**src/rtl/bitproc_pkg.sv**
```systemverilog
package bitproc_pkg;

    localparam int OP_W = 4;

    typedef enum logic [OP_W-1:0] {
        OP_IDLE   = 4'd0,
        OP_CY_CLR = 4'd1,
        OP_CY_SET = 4'd2,
        OP_CY_INV = 4'd3,
        OP_B_CLR  = 4'd4,
        OP_B_SET  = 4'd5,
        OP_B_INV  = 4'd6,
        OP_AND    = 4'd7,
        OP_ANDN   = 4'd8,
        OP_OR     = 4'd9,
        OP_ORN    = 4'd10,
        OP_LD_CY  = 4'd11,
        OP_ST_CY  = 4'd12,
        OP_J_SET  = 4'd13,
        OP_J_CLR  = 4'd14,
        OP_J_TCLR = 4'd15
    } op_e;

    typedef enum logic [2:0] {
        CYF_KEEP, CYF_ZERO, CYF_ONE, CYF_INV, CYF_AND, CYF_OR, CYF_LOAD
    } cy_fn_e;

    typedef enum logic [2:0] {
        BF_NONE, BF_ZERO, BF_ONE, BF_INV, BF_FROM_CY, BF_CLR_IF_SET
    } bit_fn_e;

    typedef enum logic [1:0] {
        TST_NONE, TST_SET, TST_CLR
    } test_e;

    typedef struct packed {
        cy_fn_e  cy_fn;
        logic    inv_opnd;
        bit_fn_e bit_fn;
        test_e   test;
    } ctrl_t;

endpackage

```
**src/rtl/bitproc_decode.sv**
```systemverilog
module bitproc_decode
    import bitproc_pkg::*;
(
    input  op_e   op,
    output ctrl_t ctrl
);
    always_comb begin
        ctrl = '{cy_fn: CYF_KEEP, inv_opnd: 1'b0, bit_fn: BF_NONE, test: TST_NONE};
        unique case (op)
            OP_IDLE:   ;
            OP_CY_CLR: ctrl.cy_fn = CYF_ZERO;
            OP_CY_SET: ctrl.cy_fn = CYF_ONE;
            OP_CY_INV: ctrl.cy_fn = CYF_INV;
            OP_B_CLR:  ctrl.bit_fn = BF_ZERO;
            OP_B_SET:  ctrl.bit_fn = BF_ONE;
            OP_B_INV:  ctrl.bit_fn = BF_INV;
            OP_AND:    ctrl.cy_fn = CYF_AND;
            OP_ANDN:   begin ctrl.cy_fn = CYF_AND; ctrl.inv_opnd = 1'b1; end
            OP_OR:     ctrl.cy_fn = CYF_OR;
            OP_ORN:    begin ctrl.cy_fn = CYF_OR;  ctrl.inv_opnd = 1'b1; end
            OP_LD_CY:  ctrl.cy_fn = CYF_LOAD;
            OP_ST_CY:  ctrl.bit_fn = BF_FROM_CY;
            OP_J_SET:  ctrl.test = TST_SET;
            OP_J_CLR:  ctrl.test = TST_CLR;
            OP_J_TCLR: begin ctrl.test = TST_SET; ctrl.bit_fn = BF_CLR_IF_SET; end
            default:   ;
        endcase
    end
endmodule

```
**src/rtl/bitproc_alu.sv**
```systemverilog
module bitproc_alu
    import bitproc_pkg::*;
(
    input  ctrl_t ctrl,
    input  logic  bit_val,
    input  logic  cy_cur,
    output logic  cy_nxt,
    output logic  wr_req,
    output logic  wr_val,
    output logic  take
);
    logic opnd;

    always_comb begin
        opnd = bit_val ^ ctrl.inv_opnd;

        unique case (ctrl.cy_fn)
            CYF_KEEP: cy_nxt = cy_cur;
            CYF_ZERO: cy_nxt = 1'b0;
            CYF_ONE:  cy_nxt = 1'b1;
            CYF_INV:  cy_nxt = ~cy_cur;
            CYF_AND:  cy_nxt = cy_cur & opnd;
            CYF_OR:   cy_nxt = cy_cur | opnd;
            CYF_LOAD: cy_nxt = bit_val;
            default:  cy_nxt = cy_cur;
        endcase

        wr_req = 1'b0;
        wr_val = 1'b0;
        unique case (ctrl.bit_fn)
            BF_NONE:       ;
            BF_ZERO:       wr_req = 1'b1;
            BF_ONE:        begin wr_req = 1'b1; wr_val = 1'b1; end
            BF_INV:        begin wr_req = 1'b1; wr_val = ~bit_val; end
            BF_FROM_CY:    begin wr_req = 1'b1; wr_val = cy_cur; end
            BF_CLR_IF_SET: wr_req = bit_val;
            default:       ;
        endcase

        unique case (ctrl.test)
            TST_NONE: take = 1'b0;
            TST_SET:  take = bit_val;
            TST_CLR:  take = ~bit_val;
            default:  take = 1'b0;
        endcase
    end
endmodule

```
**src/rtl/bitproc_unit.sv**
```systemverilog
module bitproc_unit
    import bitproc_pkg::*;
(
    input  logic       clk,
    input  logic       rst,
    input  logic [3:0] op_i,
    input  logic       bit_i,
    input  logic       prot_i,
    output logic       cy_o,
    output logic       bit_we_o,
    output logic       bit_wd_o,
    output logic       take_o
);
    ctrl_t ctrl;
    logic  cy_nxt, wr_req, wr_val, take_nxt;

    bitproc_decode u_dec (.op(op_e'(op_i)), .ctrl(ctrl));

    bitproc_alu u_alu (
        .ctrl(ctrl), .bit_val(bit_i), .cy_cur(cy_o),
        .cy_nxt(cy_nxt), .wr_req(wr_req), .wr_val(wr_val), .take(take_nxt)
    );

    always_ff @(posedge clk) begin
        if (rst) begin
            cy_o     <= 1'b0;
            bit_we_o <= 1'b0;
            bit_wd_o <= 1'b0;
            take_o   <= 1'b0;
        end else begin
            cy_o     <= cy_nxt;
            bit_we_o <= wr_req & ~prot_i;
            bit_wd_o <= wr_val;
            take_o   <= take_nxt;
        end
    end


    guarded_no_write_chk: assert property (@(posedge clk) disable iff (rst)
        bit_we_o |-> !$past(prot_i));


    cy_only_no_write_chk: assert property (@(posedge clk) disable iff (rst)
        (op_i inside {4'd1, 4'd2, 4'd3, 4'd7, 4'd8, 4'd9, 4'd10, 4'd11}) |=> !bit_we_o);


    tclr_write_zero_chk: assert property (@(posedge clk) disable iff (rst)
        (op_i == 4'd15 && bit_i && !prot_i) |=> (take_o && bit_we_o && !bit_wd_o));


    take_from_test_chk: assert property (@(posedge clk) disable iff (rst)
        (op_i inside {4'd0, 4'd1, 4'd2, 4'd3, 4'd4, 4'd5, 4'd6, 4'd7,
                      4'd8, 4'd9, 4'd10, 4'd11, 4'd12}) |=> !take_o);


    bit_ops_keep_cy_chk: assert property (@(posedge clk) disable iff (rst)
        (op_i inside {4'd4, 4'd5, 4'd6, 4'd12, 4'd13, 4'd14, 4'd15}) |=> $stable(cy_o));


    idle_quiet_chk: assert property (@(posedge clk) disable iff (rst)
        (op_i == 4'd0) |=> (!bit_we_o && !take_o && $stable(cy_o)));

endmodule

```
**config.mk**
```make
export PLATFORM = sky130hd
export DESIGN_NAME = bitproc_unit
export DESIGN_NICKNAME = d
export VERILOG_FILES = /design/src/rtl/bitproc_pkg.sv /design/src/rtl/bitproc_decode.sv /design/src/rtl/bitproc_alu.sv /design/src/rtl/bitproc_unit.sv
export SDC_FILE = /design/constraint.sdc
export NUM_CORES = 1
export LEC_CHECK = 0
export ABC_AREA = 0
export BUFFER_PORTS_ARGS = -buffer_cell sky130_fd_sc_hd__buf_4
export CAP_MARGIN = 10
export CORE_AREA = 2 2 39 41
export DETAILED_ROUTE_END_ITERATION = 10
export DIE_AREA = 0 0 41 43
export HOLD_SLACK_MARGIN = 0.03
export PLACE_DENSITY = 0.4
export SYNTH_ARGS = -nofsm -noshare
export SYNTH_HDL_FRONTEND = slang
export SYNTH_SLANG_ARGS = --single-unit
```
**constraint.sdc**
```tcl
create_clock -name clk -period 1.1 [get_ports clk]
set_input_delay 0.22 -clock clk [delete_from_list [all_inputs] [get_ports clk]]
set_output_delay 0.22 -clock clk [all_outputs]
set_load 0.02 [all_outputs]
```
# Word level (Yosys, flattened, before mapping)
# Cells that the tools add are included.
[totals]
elab_cells = 53
input_bits = 8
register_bits = 4
out_inout_bits = 4
[op_classes]
n_mux = 8
bitwise_logic = 7
eq_ne = 28
reduce_logical = 6
[op_table]
columns = ["operator", "n"]
rows = [
  ["$eq A4 B4 Y1 const B", 8],
  ["$pmux W3 S6", 1],
  ["$eq A4 B3 Y1 const B", 4],
  ["$eq A3 B3 Y1 const B", 5],
  ["$pmux W3 S5", 1],
  ["$eq A3 B2 Y1 const B", 4],
  ["$eq A4 B2 Y1 const B", 2],
  ["$reduce_or A2 Y1", 4],
  ["$eq A3 B1 Y1 const B", 2],
  ["$pmux W1 S6", 1],
  ["$reduce_bool A6 Y1", 1],
  ["$eq A4 B1 Y1 const B", 1],
  ["$pmux W1 S2", 2],
  ["$pmux W2 S2", 1],
  ["$reduce_or A4 Y1", 1],
  ["$not A1 Y1", 3],
  ["$pmux W1 S3", 1],
  ["$and A1 B1 Y1", 2],
  ["$eq A2 B1 Y1 const B", 1],
  ["$eq A2 B2 Y1 const B", 1],
  ["$mux W1", 1],
  ["$or A1 B1 Y1", 1],
  ["$xor A1 B1 Y1", 1],
]

# Longest topological paths before layout
[depth]
depth_word = 6
depth_mapped = 5
mapped_depth_nobuf = 4

# Modules after synthesis
# From an unflattened synthesis, not the netlist that was laid out.
[hier_totals]
cells_unflattened = 51
area_unflattened_um2 = 390.4
[by_module_without_submodules]
columns = ["module", "instances", "seq_area_each_um2", "area_per_inst_um2", "cells_each"]
rows = [
  ["bitproc_decode", 1, 0.0, 141.4, 19],
  ["bitproc_alu", 1, 0.0, 137.6, 24],
  ["bitproc_unit", 1, 80.1, 111.4, 8],
]

# Least setup slack after synthesis
# Ideal clock, no wire load.
[synth_path]
path_type = "register -> register"
start = "reg cy_o"
end = "reg cy_o"
required_ps = 1012
n_path_buf = 0
path_stages_with_launch = 4
period_less_slack_ps = 1146
t_arrival_ps = 1058
setup_slack_ps = -46
setup_ps = 88
path_cell_list = "dfxtp_1 > o21ai_0 > o221a_1 > nor4_2"
[synth_via]
elab_chain_len = 2
elab_cells_between_ends = 4
classes_between = "mux (1); bitwise (3)"
[synth_rtl]
columns = ["element", "line_no", "source"]
rows = [
  ["from (decl)", "bitproc_unit.sv:9", "output logic cy_o,"],
  ["from (signal assigned)", "bitproc_unit.sv:31", "cy_o <= cy_nxt;"],
  ["$or A1 B1 Y1, or another cell as far along", "bitproc_alu.sv:23", "CYF_OR: cy_nxt = cy_cur | opnd;"],
  ["$pmux W1 S6 (*)", "bitproc_alu.sv:17", "unique case (ctrl.cy_fn)"],
]
# Mark *: on every way between the ends. The rest lies on a longest branch, timed or not.
# A chain may end at the register's enable or synchronous reset.

# Worst setup path in the final report
[layout_path]
start = "reg cy_o"
end = "out cy_o"
# No word-level cell between the ends.

==> results.toml <==
[route]
wl_um = 569
ant_nets = 0
drt_iter0_markers = 6
drtPass1Iterations = 3
vias = 272
viasPerCell = 4.39
wl_per_cell_um = 9.18
drc = 0

[global_route]
grt_max_degree = 11
grt_overflow = 0
antenna_found_initial = 0
gr-usage-all-layers_pct = 8.02
grt_pass1_wl_um = 938
grt_pass1_vias = 249

[layout]
final_layout_size_suffix_gt1_share_pct = 39.1
mostFrequentLayoutCell = "buf_4"
stdcell_count = 62
diodes = 0
mostFrequentLayoutCells = "12 x buf_4, 5 x nor2_1, 5 x o21ai_0"
synthToLayoutAreaGrowth_pct = 56.1
finalNetCount = 56

[place]
dp.cells = 59
dp_hpwl_um = 459
dp_slack_ps = 31.8
portBuffers = 11
place_congestion = 0.735

[clocking]
cts.sinks = 4
cts.clk_slew.worst_paths_ps = 40
cts_resized = 0
numCtsBuffers = 3
post_cts.repair.setup_buffers = 0
cts_hold_buffers = 0
clockRootBuffer = "clkbuf_4"
clockBufferDepth = 2
h-tree-depth = 1
insertion_delay_ps = 230
cts_tree = "yes"

[floorplan]
die_h_um = 43
dieArea_um2 = 1760
core_um2 = 1380
die_width_um = 41
num_rows = 14
start_util_pct = 17.7
pin_count = 12

[timing]
skew_ps = 0.00767
setup_tns_ps = 0
relSlewSlack_pct = 79.4
final.min_clock_period_ps = 1060
finalCritPeriodShare_pct = 96.2
setup_viol = 0
hold_violations = 0
rsz0062_at_grt = "false"
layout_setup_ws_ps = 41.3
slew_violations = 0
tightest_slew_ps = 306
fmaxAchievable_mhz = 945

[setup_path]
path_class = "reg -> out"
path_max_fanout = 4
cp.arrival_ps = 840
crit_path_start_kind = "register"
cp.required_ps = 880
end_kind = "output port"

[logic_synthesis]
synth.avg_cell_area_um2 = 7.66
ys_ff_latch = 4
syn-cell-area_um2 = 245
syn_nets = 40
synth_seq_area_share_pct = 32.7
syn-instance-count = 32
ys_warn_count = 0
synth_cell_type_count = 16

[power]
p_per_area_nw_per_um2 = 1130
ir_worst_vdd_mv = 0.220
p_total_w = 0.000435
p_leak_nw = 0.160

[status]
status = "complete, no violations"

[min_path]
worst_hold_path_type = "in -> reg"

[run]
drv_cap = 0
==> critical path: stages, from the launching register on <==
cell and delay (ps):
dfxtp_2 320, buf_4 140, buf_4 150
==> through the flow <==
step	utilization, %	cell area (um^2)	hold WS (ps)
after global routing	27.7	383	148
after CTS	27.7	383	138
after floorplan	-	246	284
after detailed placement	26.0	360	388
after global placement	26.0	360	389
final	27.7	383	147
==> registers in the layout (all words and copies together) (netlist names) <==
name      flops
bit_wd_o      1
bit_we_o      1
cy_o          1
take_o        1
==> cells by family (layout without fill, tap and decap cells) <==
logic type             Yosys count  after routing  synth area share (%)
buffers and inverters            2             16                  6.63
flip-flops                       4              4                  32.7
AO/OA/AOI/OAI                   10             10                  24.5
AND/OR/NAND/NOR                 16             16                  36.2
==> report_power, final <==
part	internal [W]	total, W	switching [W]	leakage (nW)
logic	0.0000533	0.000102	0.0000484	0.113
clock network	0.000122	0.000176	0.0000548	0.0138
registers	0.000153	0.000156	0.00000342	0.0330
total	0.000328	0.000435	0.000107	0.160
==> routing by layer <==
metal	up-vias	track usage [%]	wire (um)
li1	145	-	-
met1	119	9.58	252
met2	8	10.9	264
met3	0	1.57	52
met4	0	8.00	0
met5	-	0	0
==> Yosys cell counts (all sizes together) <==
library cell  n  share of area, %
nor3          2               4.1
nor2b         1               2.6
nor2          5               7.7
o221a         1               4.6
nand2b        2               5.1
a21oi         3               6.1
nor4          2               7.7
a211o         1               3.6
dfxtp         4                33
o21ai         5                10
nor3b         1               3.1
buf           2               6.6
nand2         2               3.1
nand3b        1               3.1
==> final timing paths <==
kind / slack [ps] / end / startpoint / cells past startpoint
hold reg to reg: 630 / cy_o / cy_o / 2
setup / recovery: 40 / cy_o / cy_o / 2
hold / removal: 150 / bit_we_o / prot_i / 2
setup reg to reg: 120 / cy_o / cy_o / 4
==> cell type report <==
cell class                 count  area [um^2]
tap                           16         20.0
sequential                     4         81.3
fill                         160         1000
multi-input combinational     26          149
clock buffer                   3         22.5
timing repair buffer          13          110
Power figures use the tool's default switching activity.
